===== src/rtl/irqsr_pkg.sv =====
package irqsr_pkg;

   typedef struct packed {
      logic pwr;
      logic wake;
      logic alt;
      logic uv;
      logic ov;
   } irqsr_events_t;

   function automatic int unsigned irqsr_bit(input int unsigned pos, input int unsigned w);
      return (pos < w) ? (32'd1 << pos) : 32'd0;
   endfunction

endpackage


===== src/rtl/irqsr_status_latch.sv =====
module irqsr_status_latch #(
   parameter int unsigned W = 8,
   parameter logic [W-1:0] MASK = '1
) (
   input  logic         clk,
   input  logic         por_n,
   input  logic [W-1:0] set_i,
   input  logic         clr_i,
   output logic [W-1:0] q_o
);

   logic [W-1:0] q_next;

   // Set wins over clear so that an event landing on a read survives it.
   always_comb begin
      if (clr_i) q_next = set_i & MASK;
      else       q_next = (q_o | set_i) & MASK;
   end

   always_ff @(posedge clk or negedge por_n) begin
      if (!por_n) q_o <= '0;
      else        q_o <= q_next;
   end

endmodule


===== src/rtl/irqsr_enable_store.sv =====
module irqsr_enable_store #(
   parameter int unsigned W = 8,
   parameter logic [W-1:0] MASK = '1
) (
   input  logic         clk,
   input  logic         por_n,
   input  logic         we_i,
   input  logic [W-1:0] wdata_i,
   output logic [W-1:0] q_o
);

   always_ff @(posedge clk or negedge por_n) begin
      if (!por_n)    q_o <= '0;
      else if (we_i) q_o <= wdata_i & MASK;
   end

endmodule


===== src/rtl/irqsr_irq_gen.sv =====
module irqsr_irq_gen #(
   parameter int unsigned W        = 8,
   parameter int unsigned PWR_POS  = 7,
   parameter int unsigned WAKE_POS = 6,
   parameter int unsigned ALT_POS  = 5,
   parameter int unsigned UV_POS   = 1,
   parameter int unsigned OV_POS   = 0
) (
   input  logic [W-1:0] status_i,
   input  logic [W-1:0] enable_i,
   output logic         irq_o,
   output logic         shutdown_o
);

   logic src_pwr, src_wake, src_alt, src_supply;

   always_comb begin
      src_pwr    = status_i[PWR_POS]  & enable_i[PWR_POS];
      src_wake   = status_i[WAKE_POS] & enable_i[WAKE_POS];
      src_alt    = status_i[ALT_POS]  & enable_i[ALT_POS];
      // One enable governs both supply flags.
      src_supply = (status_i[UV_POS] | status_i[OV_POS]) & enable_i[OV_POS];
      irq_o      = src_pwr | src_wake | src_alt | src_supply;
      shutdown_o = status_i[UV_POS] & enable_i[UV_POS];
   end

endmodule


===== src/rtl/irq_shared_reg.sv =====
module irq_shared_reg
   import irqsr_pkg::*;
#(
   parameter int unsigned ADDR_W    = 8,
   parameter int unsigned DATA_W    = 8,
   parameter logic [ADDR_W-1:0] REG_OFFSET = 'h24,
   parameter int unsigned PWR_POS   = 7,
   parameter int unsigned WAKE_POS  = 6,
   parameter int unsigned ALT_POS   = 5,
   parameter int unsigned UV_POS    = 1,
   parameter int unsigned OV_POS    = 0,
   parameter bit          RDATA_REG = 1'b1
) (
   input  logic              clk,
   input  logic              por_n,
   input  logic [ADDR_W-1:0] bus_addr,
   input  logic              bus_wr,
   input  logic [DATA_W-1:0] bus_wdata,
   input  logic              bus_rd,
   output logic [DATA_W-1:0] bus_rdata,
   input  logic              ev_pwr_btn,
   input  logic              ev_rtc_wake,
   input  logic              ev_alt_btn,
   input  logic              ev_uv,
   input  logic              ev_ov,
   output logic              irq_o,
   output logic              shutdown_req_o
);

   localparam int unsigned NUM_SRC = 5;
   localparam logic [DATA_W-1:0] USED_MASK = DATA_W'(
      irqsr_bit(PWR_POS, DATA_W) | irqsr_bit(WAKE_POS, DATA_W) |
      irqsr_bit(ALT_POS, DATA_W) | irqsr_bit(UV_POS, DATA_W) |
      irqsr_bit(OV_POS, DATA_W));

   // Elaboration-time parameter checks
   if (DATA_W < NUM_SRC) begin : g_bad_width
      $error("irq_shared_reg: DATA_W too small for the sources");
   end
   if ($countones(USED_MASK) != NUM_SRC) begin : g_bad_pos
      $error("irq_shared_reg: bit positions overlap or exceed DATA_W");
   end

   irqsr_events_t     ev;
   logic [DATA_W-1:0] ev_set;
   logic              hit, wr_hit, rd_hit;
   logic [DATA_W-1:0] status_q;
   logic [DATA_W-1:0] enable_q;

   assign ev  = '{pwr: ev_pwr_btn, wake: ev_rtc_wake, alt: ev_alt_btn,
                  uv: ev_uv, ov: ev_ov};
   assign hit = (bus_addr == REG_OFFSET);
   assign wr_hit = bus_wr & hit;
   assign rd_hit = bus_rd & hit;

   always_comb begin
      ev_set           = '0;
      ev_set[PWR_POS]  = ev.pwr;
      ev_set[WAKE_POS] = ev.wake;
      ev_set[ALT_POS]  = ev.alt;
      ev_set[UV_POS]   = ev.uv;
      ev_set[OV_POS]   = ev.ov;
   end

   irqsr_status_latch #(.W(DATA_W), .MASK(USED_MASK)) u_status (
      .clk(clk), .por_n(por_n), .set_i(ev_set), .clr_i(rd_hit), .q_o(status_q)
   );

   irqsr_enable_store #(.W(DATA_W), .MASK(USED_MASK)) u_enable (
      .clk(clk), .por_n(por_n), .we_i(wr_hit), .wdata_i(bus_wdata), .q_o(enable_q)
   );

   irqsr_irq_gen #(
      .W(DATA_W), .PWR_POS(PWR_POS), .WAKE_POS(WAKE_POS), .ALT_POS(ALT_POS),
      .UV_POS(UV_POS), .OV_POS(OV_POS)
   ) u_irq (
      .status_i(status_q), .enable_i(enable_q),
      .irq_o(irq_o), .shutdown_o(shutdown_req_o)
   );

   // Readback path: registered (data the cycle after the strobe) or same-cycle.
   if (RDATA_REG) begin : g_rdata_reg
      always_ff @(posedge clk or negedge por_n) begin
         if (!por_n)      bus_rdata <= '0;
         else if (rd_hit) bus_rdata <= status_q;
         else             bus_rdata <= '0;
      end
   end else begin : g_rdata_comb
      assign bus_rdata = rd_hit ? status_q : '0;
   end

endmodule


===== config.mk =====
export PLATFORM = sky130hd
export DESIGN_NAME = irq_shared_reg
export DESIGN_NICKNAME = d
export VERILOG_FILES = /design/src/rtl/irqsr_pkg.sv /design/src/rtl/irqsr_status_latch.sv /design/src/rtl/irqsr_enable_store.sv /design/src/rtl/irqsr_irq_gen.sv /design/src/rtl/irq_shared_reg.sv
export SDC_FILE = /design/constraint.sdc
export NUM_CORES = 1
export LEC_CHECK = 0
export ABC_AREA = 1
export BUFFER_PORTS_ARGS = -buffer_cell sky130_fd_sc_hd__buf_2
export CAP_MARGIN = 15
export CELL_PAD_IN_SITES_DETAIL_PLACEMENT = 1
export CELL_PAD_IN_SITES_GLOBAL_PLACEMENT = 2
export CORE_ASPECT_RATIO = 1.1
export CORE_UTILIZATION = 25
export DETAILED_ROUTE_END_ITERATION = 8
export PLACE_DENSITY = 0.87
export SYNTH_ARGS = -nofsm -noshare
export SYNTH_HDL_FRONTEND = slang
export SYNTH_SLANG_ARGS = --single-unit

===== constraint.sdc =====
create_clock -name clk -period 1.1 [get_ports clk]
set_clock_uncertainty 0.05 [all_clocks]
set_input_delay 0.055 -clock clk [delete_from_list [all_inputs] [get_ports clk]]
set_output_delay 0.055 -clock clk [all_outputs]
set_load 0.1 [all_outputs]

==> results of run 1 <==
==> synth_stat cells <==
cell / number
buf_4: 3
nand4_1: 6
inv_2: 1
nand2_2: 2
nand3_2: 1
nand3_4: 1
inv_1: 16
o21ai_0: 1
nor2_4: 2
conb_1: 1
dfrtp_1: 15
nand2_1: 26
nor2_2: 5
==> kinds of logic (layout without fill, tap and decap cells) <==
logic type / Yosys count / count (layout)
AO/OA/AOI/OAI: 1 / 1
buffers and inverters: 20 / 62
flip-flops: 15 / 15
other: 1 / 3
AND/OR/NAND/NOR: 43 / 43
==> registers in the layout, summed over array words and instances, names as in the netlist <==
signal and count:
bus_rdata 5, u_enable.q_o 5, u_status.q_o 5
==> per-layer routing <==
layer / part of all wire (%) / GRT usage (%) / wire length, um / vias to the layer above
met5: 0 / 0 / 0 / -
met4: 3.0 / 7.89 / 49 / 0
met3: 6.2 / 1.87 / 103 / 5
met2: 53 / 24.4 / 877 / 33
met1: 38 / 12.5 / 629 / 300
li1: - / - / - / 320
==> worst reg2reg max path: cells and delay by family, from the launching register on <==
family / cells / cell delay (ns)
buffers and inverters: 2 / 0.26
DFF: 1 / 0.40
and+or+nand+nor: 2 / 0.13
==> per-stage QoR <==
step | hold WS [ns] | setup TNS [ns] | util [%] | std cells
global route | 0.0353 | -0.354 | 43.9 | 155
floorplan | -0.291 | -0.410 | - | 82
global placement | -0.0827 | 0 | 37.7 | 138
detailed placement | -0.0729 | 0 | 37.7 | 138
CTS | 0.0167 | -0.272 | 43.9 | 155
finish | 0.0292 | -0.250 | 43.9 | 155
==> final cells by class <==
| class | count | area [um2] |
|---|---|---|
| timing repair buffer | 41 | 374 |
| sequential | 15 | 375 |
| multi-input combinational | 47 | 248 |
| clock buffer | 4 | 26.3 |
| tap | 31 | 38.8 |
| fill | 311 | 1440 |
| inverter | 17 | 63.8 |
==> placed cells by master, fill, tap and decap left out, drive strengths merged <==
cell         Yosys  layout
nand2           28      28
nor2             7       7
nand4            6       6
o21ai            1       1
conb             1       3
buf              3      30
dlygate4sd3      0      11
nand3            2       2
clkbuf           0       4
inv             17      17
dfrtp           15      15
==> what timing repair did <==
| item | in CTS | in global routing |
|---|---|---|
| resized for setup | 3 | 1 |
| hold endpoints to repair | 25 | 0 |
| setup endpoints to repair | 2 | 2 |
| hold buffers | 11 | 0 |
| pin swaps | 2 | 0 |
| buffers inserted | 2 | 1 |
==> worst max-delay path by stage <==
stage                     depth (start not counted)                       from                        end
after floorplan                                   2  u_status.q_o[1]$_DFF_PN0_                      irq_o
after global placement                            3  u_status.q_o[1]$_DFF_PN0_                      irq_o
after detailed placement                          7                bus_addr[6]  u_status.q_o[1]$_DFF_PN0_
after CTS                                         3  u_status.q_o[0]$_DFF_PN0_                      irq_o
after global routing                              3  u_status.q_o[0]$_DFF_PN0_                      irq_o
final                                             3  u_status.q_o[1]$_DFF_PN0_                      irq_o
==> power by group through the flow <==
stage	registers, uW	logic, uW	clock network (uW)
after global routing	568	286	349
after CTS	567	269	330
after floorplan	578	148	0
after detailed placement	577	238	0
final	567	267	311
after global placement	576	233	0
==> results.yml, run 1 <==
floorplan:
  start_util_pct: 27.2
  die_h_um: 57.5
  die_w_um: 52.4
  pin_count: 35
  die_area_um2: 3010
  rows: 19
  fp.coreArea_um2: 2570
timing:
  setup_violations: 2
  fmax_ghz: 0.780
  worst_slack_ns: -0.182
  hold_violations: 0
  slew_violations: 0
  rsz0062_at_grt: "yes"
  fin_crit_sh_pct: 117
  min_period_ns: 1.28
power:
  ir_worst_vdd_mv: 0.422
  total_leakage_power_uw: 0.000642
  pwr-share-clk_pct: 27.1
  p_seq_share_pct: 49.5
  combPwrFrac_pct: 23.3
  switchingPower_uw: 345
  cell_internal_pwr_uw: 800
  p_total_uw: 1140
  switching_share_pct: 30.1
  power_density_nw_per_um2: 1020
cells_and_area:
  diodes: 0
  area_growth_pct: 61.0
  drive_above_1_share_pct: 37.9
  nNetsFinal: 150
  fin_area_um2: 1130
global_route:
  antenna_found_initial: 0
  grt_pass1_vias: 660
  track_usage_pct: 12.9
  grt_max_degree: 16
  grt_overflow: 0
  grt_pass1_wl_um: 2750
synth:
  syn-instance-count: 80
  synth_compound_area_share_pct: 0.716
  synth_top_family_by_area: "simple AND/OR/NAND/NOR gates"
  ys_top_cells_by_area: "dfrtp_1, nand2_1, inv_1"
  yosysSeqAreaShare_pct: 53.7
  synth_mux_area_share_pct: 0
  synth_top_area_share_pct: 53.7
  synth.distinct_cells: 13
  yosysWarnings: 0
  synthSimpleGateAreaFrac_pct: 32.7
  yosys.area_share.adder_pct: 0
  ys_ff_latch: 15
  synth_area_leader_cell: "dfrtp_1"
  synth-xor-area-share_pct: 0
  syn_area_um2: 699
  syn_area_per_cell_um2: 8.74
worst_setup_path:
  crit_family: "flip-flops"
  worst-path-buf-inv: 1
  cp.arrival_ns: 1.18
  reg2reg_depth: 4
  cpMaxStageDelayCell: "dfrtp_1"
  cp_cell_sequence: "o21ai_1 -> nand4_1 -> buf_12"
  end_kind: "primary output"
  r2r_slack_ns: 0.17
  cp_max_fo: 2
  startpoint_type: "flop"
  r2r_end: "u_status.q_o[1]$_DFF_PN0_"
  slowest_delay_ns: 0.40
  r2r_start: "u_status.q_o[1]$_DFF_PN0_"
  worstSetupPathType: "reg -> out"
  crit_required_ns: 1.00
cts:
  worst_skew_pair.late_latency_ns: 0.29
  cts_tree: "built"
  path_clk_slew_ns: 0.08
  cts_buffer_depth: 2
  htree_levels: 1
  numCtsBuffers: 3
  cts_root_buffer: "clkbuf_4"
  clock-sinks: 15
run_status:
  outcome: "finished, violations left"
  failed_checks: "negative setup slack"
route:
  final_antenna_net_count: 0
  drt-initial-drc-count: 10
  first_pass_iters: 3
  drc: 0
  num_vias: 658
  vias_per_cell: 4.25
  avgRoutedWirePerCell_um: 10.7
  wirelength_um: 1660
placement:
  placed_cell_area_um2: 968
  pre_cts_slack_ns: 0.0829
  io_buffers: 28
  place_hpwl_um: 1200
  globalplace.congestion: 0.663
flow_run:
  cap_violations: 0
min_path:
  hold_path.class: "in -> reg"
  hold_end: "u_enable.q_o[5]$_DFFE_PN0P_"
  whs_path_depth: 3
  worstHoldStart: "bus_wr"
No activity file was read; power rests on OpenSTA's default activity.
==> run 2, diff against run 1 <==
--- a/config.mk
+++ b/config.mk
@@ -13,7 +13,8 @@
 export CORE_ASPECT_RATIO = 1.1
 export CORE_UTILIZATION = 25
 export DETAILED_ROUTE_END_ITERATION = 8
-export PLACE_DENSITY = 0.87
+export PLACE_DENSITY_LB_ADDON = 0.1
+export SETUP_SLACK_MARGIN = 0.5
 export SYNTH_ARGS = -nofsm -noshare
 export SYNTH_HDL_FRONTEND = slang
 export SYNTH_SLANG_ARGS = --single-unit
==> run 2 against run 1 <==
Against the previous run:
- the flow finishes with violations (negative hold slack, negative setup slack)
- first-iteration DRC count increased by 10%
- global-route usage rose by 0.50 points
- sequential power hardly changed
- sequential share of layout area fell by 0.69 points
- wire length rose by 6.6%
- combinational power up 5%
- total power is 2.0% higher
- largest power group unchanged
- highest routed layer unchanged
==> results.yml, run 2 (synthesized netlist as in run 1, its figures left out) <==
global_route:
  grt_max_degree: 16
  track_usage_pct: 13.4
  grt_pass1_wl_um: 2860
  grt_overflow: 0
  antenna_found_initial: 0
  grt_pass1_vias: 678
placement:
  pre_cts_slack_ns: 0.0330
  placed_cell_area_um2: 1030
  io_buffers: 28
  place_hpwl_um: 1180
  globalplace.congestion: 0.684
power:
  ir_worst_vdd_mv: 0.486
  total_leakage_power_uw: 0.000627
  power_density_nw_per_um2: 967
timing:
  slew_violations: 0
  min_period_ns: 1.33
  worst_slack_ns: -0.231
  fin_crit_sh_pct: 121
  worst_hold_slack_ns: -0.110
  rsz0062_at_grt: "yes"
  fmax_ghz: 0.751
  hold_violations: 10
  setup_violations: 2
route:
  wirelength_um: 1770
  final_antenna_net_count: 0
  drt-initial-drc-count: 11
  vias_per_cell: 4.28
  drc: 0
  avgRoutedWirePerCell_um: 11.6
  num_vias: 651
  first_pass_iters: 4
floorplan:
  rows: 19
  pin_count: 35
  start_util_pct: 27.2
  die_h_um: 57.5
  fp.coreArea_um2: 2570
  die_area_um2: 3010
  die_w_um: 52.4
cells_and_area:
  diodes: 0
  final_cell_mix: "buf_2, nand2_1, dfrtp_1, buf_12, inv_1"
  fin_area_um2: 1210
  final_util_pct: 47.0
  reg_top3: "bus_rdata x5, u_enable.q_o x5, u_status.q_o x5"
  final_common_cell: "buf_2"
  nNetsFinal: 147
  area_growth_pct: 72.6
  drive_above_1_share_pct: 59.5
cts:
  cts-hold-fix-buffers: 1
  numCtsBuffers: 3
  cts_root_buffer: "clkbuf_4"
  worst_skew_pair.late_latency_ns: 0.29
  cts_tree: "built"
  clock-sinks: 15
  path_clk_slew_ns: 0.09
  htree_levels: 1
  cts_buffer_depth: 2
min_path:
  whs_path_depth: 3
  hold_end: "u_status.q_o[6]$_DFF_PN0_"
  hold_path.class: "in -> reg"
  worstHoldStart: "ev_rtc_wake"
worst_setup_path:
  startpoint_type: "flop"
  crit_required_ns: 1.00
  r2r_end: "u_status.q_o[0]$_DFF_PN0_"
  end_kind: "primary output"
  r2r_slack_ns: 0.20
  reg2reg_depth: 4
  r2r_start: "u_status.q_o[0]$_DFF_PN0_"
  worstSetupPathType: "reg -> out"
  cp.arrival_ns: 1.23
  cp_max_fo: 2
flow_run:
  cap_violations: 0
run_status:
  failed_checks: "negative hold slack, negative setup slack"
  outcome: "finished, violations left"
==> run 2: cell types whose count changed in the layout (fill, tap and decap cells not counted), moves of 3 or more <==
cell	before	now
dlygate4sd3_1	11	1
nand2_1	25	20
dfrtp_4	0	5
dfrtp_1	15	10
inv_1	15	8
nand2_4	0	3
==> run 2: per-stage QoR <==
stage | total power [uW] | instances | TNS (ns)
floorplan | 741 | 82 | -0.409
global placement | 833 | 138 | 0
detailed placement | 838 | 138 | 0
CTS | 1180 | 150 | -0.420
global route | 1220 | 152 | -0.529
finish | 1170 | 152 | -0.409
==> run 2: power breakdown <==
group / switching [uW] / internal [uW] / total (uW)
logic: 188 / 93.2 / 281
clock network: 185 / 135 / 320
registers: 6.16 / 560 / 566
total: 378 / 789 / 1170
==> run 2: critical path, cell delays in order, from the launching register on <==
cell and delay, ns:
dfrtp_1 0.40, o21ai_1 0.16, nand4_1 0.16, buf_12 0.21
==> run 2: worst max path at each step <==
stage	cells after the start	slack [ns]	to	start
3_5_place_dp	7	0.03	u_status.q_o[0]$_DFF_PN0_	bus_addr[7]
6_report	3	-0.23	irq_o	u_status.q_o[0]$_DFF_PN0_
3_3_place_gp	7	0.08	u_status.q_o[0]$_DFF_PN0_	bus_addr[7]
2_1_floorplan	2	-0.41	irq_o	u_status.q_o[1]$_DFF_PN0_
4_1_cts	3	-0.23	irq_o	u_status.q_o[0]$_DFF_PN0_
5_1_grt	3	-0.30	irq_o	u_status.q_o[1]$_DFF_PN0_
==> run 2: layer usage <==
| metal | vias up | GRT usage [%] | routed length, um |
|---|---|---|---|
| li1 | 317 | - | - |
| met1 | 298 | 12.9 | 623 |
| met2 | 31 | 25.3 | 1000 |
| met3 | 5 | 2.40 | 96 |
| met4 | 0 | 7.89 | 49 |
| met5 | - | 0 | 0 |
==> run 2: repair_timing <==
item | 4_1_cts | 5_1_grt
endpoints found under the setup margin | 22 | 22
gates cloned | 1 | 0
resized for setup | 5 | 7
endpoints found under the hold margin | 25 | 8
setup buffers | 6 | 2
pin swaps | 14 | 8
==> run 2: final cells by class <==
class / count / area (um2)
sequential: 15 / 394
timing repair buffer: 37 / 352
clock inverter: 1 / 5.00
clock buffer: 3 / 22.5
multi-input combinational: 48 / 300
tap: 31 / 38.8
inverter: 17 / 95.1
fill: 300 / 1360
==> run 3, diff against run 2 <==
--- a/config.mk
+++ b/config.mk
@@ -11,10 +11,10 @@
 export CELL_PAD_IN_SITES_DETAIL_PLACEMENT = 1
 export CELL_PAD_IN_SITES_GLOBAL_PLACEMENT = 2
 export CORE_ASPECT_RATIO = 1.1
-export CORE_UTILIZATION = 25
+export CORE_UTILIZATION = 26
 export DETAILED_ROUTE_END_ITERATION = 8
 export PLACE_DENSITY_LB_ADDON = 0.1
-export SETUP_SLACK_MARGIN = 0.5
 export SYNTH_ARGS = -nofsm -noshare
 export SYNTH_HDL_FRONTEND = slang
+export SYNTH_HIERARCHICAL = 1
 export SYNTH_SLANG_ARGS = --single-unit
==> constraint.sdc (replaced) <==
create_clock -name clk -period 1.7 [get_ports clk]
set_clock_uncertainty 0.05 [all_clocks]
set_input_delay 0.085 -clock clk [delete_from_list [all_inputs] [get_ports clk]]
set_output_delay 0.085 -clock clk [all_outputs]
set_load 0.1 [all_outputs]
==> run 3 against run 2 <==
Against the previous run:
- the run now ends clean
- worst hold slack improved by 0.17 ns
- critical path type unchanged
- first-iteration DRC count down 73%
- core utilization decreased by 7.7 points
- highest routed layer unchanged
- non-clock buffer count is 5 higher
- sequential power decreased by 23%
- sequential share of layout area increased by 8.2 points
- global-route usage decreased by 1.7 points
- sequential cell count is 3 higher
- via count up 3.7%
==> results.yml, run 3 <==
run_status:
  outcome: "completed"
cells_and_area:
  fin_area_um2: 1100
  register_area_um2: 450
  nNetsFinal: 166
  drive_above_1_share_pct: 29.3
  diodes: 0
  largest_register_ffs: 8
  n_fill_cell: 351
  reg_top3: "bus_rdata x8, u_enable/q_o x5, u_status/q_o x5"
  final_cell_mix: "nand2_1, buf_2, inv_1, dfrtp_1, dlygate4sd3_1"
  final_common_cell: "nand2_1"
  top_register: "bus_rdata"
  area_growth_pct: 42.3
  multi_input_area_um2: 219
  final_util_pct: 39.3
power:
  p_seq_share_pct: 53.9
  switching_share_pct: 24.7
  power_density_nw_per_um2: 735
  pwr-share-clk_pct: 31.2
  switchingPower_uw: 200
  combPwrFrac_pct: 14.9
  cell_internal_pwr_uw: 610
  ir_worst_vdd_mv: 0.312
  total_leakage_power_uw: 0.000727
worst_setup_path:
  cp.arrival_ns: 1.30
  startpoint_type: "flop"
  end_kind: "primary output"
  worstSetupPathType: "reg -> out"
  crit_required_ns: 1.56
  cp_max_fo: 3
cts:
  numCtsBuffers: 3
  cts_root_buffer: "clkbuf_4"
  worst_skew_pair.late_latency_ns: 0.28
  post_cts_buffers: 0
  cts_buffer_depth: 2
  htree_levels: 1
  clock-sinks: 18
  path_clk_slew_ns: 0.10
  cts_tree: "built"
route:
  drt-initial-drc-count: 3
  avgRoutedWirePerCell_um: 8.71
  wl_met2_um: 773
  num_vias: 675
  wirelength_um: 1510
  vias_per_cell: 3.90
  wl_met3_um: 83
  first_pass_iters: 2
  drc: 0
  wl_met1_um: 623
  final_antenna_net_count: 0
  top_layer: "met4"
global_route:
  track_usage_pct: 11.6
  antenna_found_initial: 0
  grt_overflow: 0
  grt_pass1_wl_um: 2600
  grt_max_degree: 19
  grt_pass1_vias: 623
floorplan:
  start_util_pct: 27.6
  fp.coreArea_um2: 2800
  die_area_um2: 3200
  pin_count: 35
  rows: 20
  die_w_um: 54.0
  die_h_um: 59.2
timing:
  tns_ns: 0
  worst_hold_slack_ns: 0.0644
  fmax_ghz: 0.697
  min_period_ns: 1.44
  rsz0062_at_grt: "no"
  hold_violations: 0
  fin_crit_sh_pct: 84.4
  setup_violations: 0
  slew_violations: 0
synth:
  syn_area_um2: 774
  yosysWarnings: 6
  syn_area_per_cell_um2: 8.15
  syn-instance-count: 95
placement:
  placed_cell_area_um2: 956
  place_hpwl_um: 1160
  globalplace.congestion: 0.655
  io_buffers: 31
flow_run:
  cap_violations: 0
min_path:
  hold_path.class: "in -> reg"
-- run 3: what timing repair did --
item | CTS | global route
gates resized for setup | 0 | 0
hold buffers | 11 | 0
hold endpoints to repair | 28 | 0
-- run 3: final timing paths --
| kind | start | end | slack, ns | cells past startpoint |
|---|---|---|---|---|
| hold reg to reg | u_enable/q_o[6]$_DFFE_PN0P_ | u_enable/q_o[6]$_DFFE_PN0P_ | 0.43 | 2 |
| max in group asynchronous | por_n | u_enable/q_o[0]$_DFFE_PN0P_ | 1.12 | 2 |
| hold / removal | bus_rd | bus_rdata[7]$_DFF_PN0_ | 0.06 | 3 |
| setup reg to reg | u_status/q_o[1]$_DFF_PN0_ | u_status/q_o[1]$_DFF_PN0_ | 1.00 | 2 |
| min in group asynchronous | por_n | bus_rdata[2]$_DFF_PN0_ | 0.19 | 2 |
| setup / recovery | u_status/q_o[5]$_DFF_PN0_ | irq_o | 0.26 | 5 |
-- run 3: stage by stage --
| stage | cells | total power (uW) | worst slack, ns |
|---|---|---|---|
| 3_5_place_dp | 158 | 549 | 0.580 |
| 2_1_floorplan | 97 | 513 | 0.451 |
| 4_1_cts | 173 | 829 | 0.247 |
| 5_1_grt | 173 | 858 | 0.179 |
| 3_3_place_gp | 158 | 547 | 0.583 |
| 6_report | 173 | 811 | 0.265 |
-- run 3: cell type report --
class	count	area share, %
sequential	18	40.9
timing repair buffer	42	24.1
multi-input combinational	52	19.9
inverter	24	8.17
tap	33	3.75
clock buffer	4	3.29
-- run 3: layer usage --
layer / up-vias / global-route usage, %
li1: 350 / -
met5: - / 0
met1: 300 / 13.3
met4: 0 / 7.69
met3: 2 / 1.54
met2: 23 / 19.8
-- run 3: worst max-delay path, cell delays in order (launching register included) --
cell,delay [ns]
dfrtp_1,0.39
nand2_1,0.06
nand2_1,0.06
nor2_1,0.04
nand2_1,0.05
buf_2,0.42
-- run 3: power by group through the flow --
stage | clock, uW | combinational [uW] | sequential, uW
floorplan | 0 | 65.8 | 447
global placement | 0 | 101 | 446
detailed placement | 0 | 103 | 446
CTS | 269 | 122 | 438
global route | 285 | 135 | 438
finish | 253 | 120 | 437
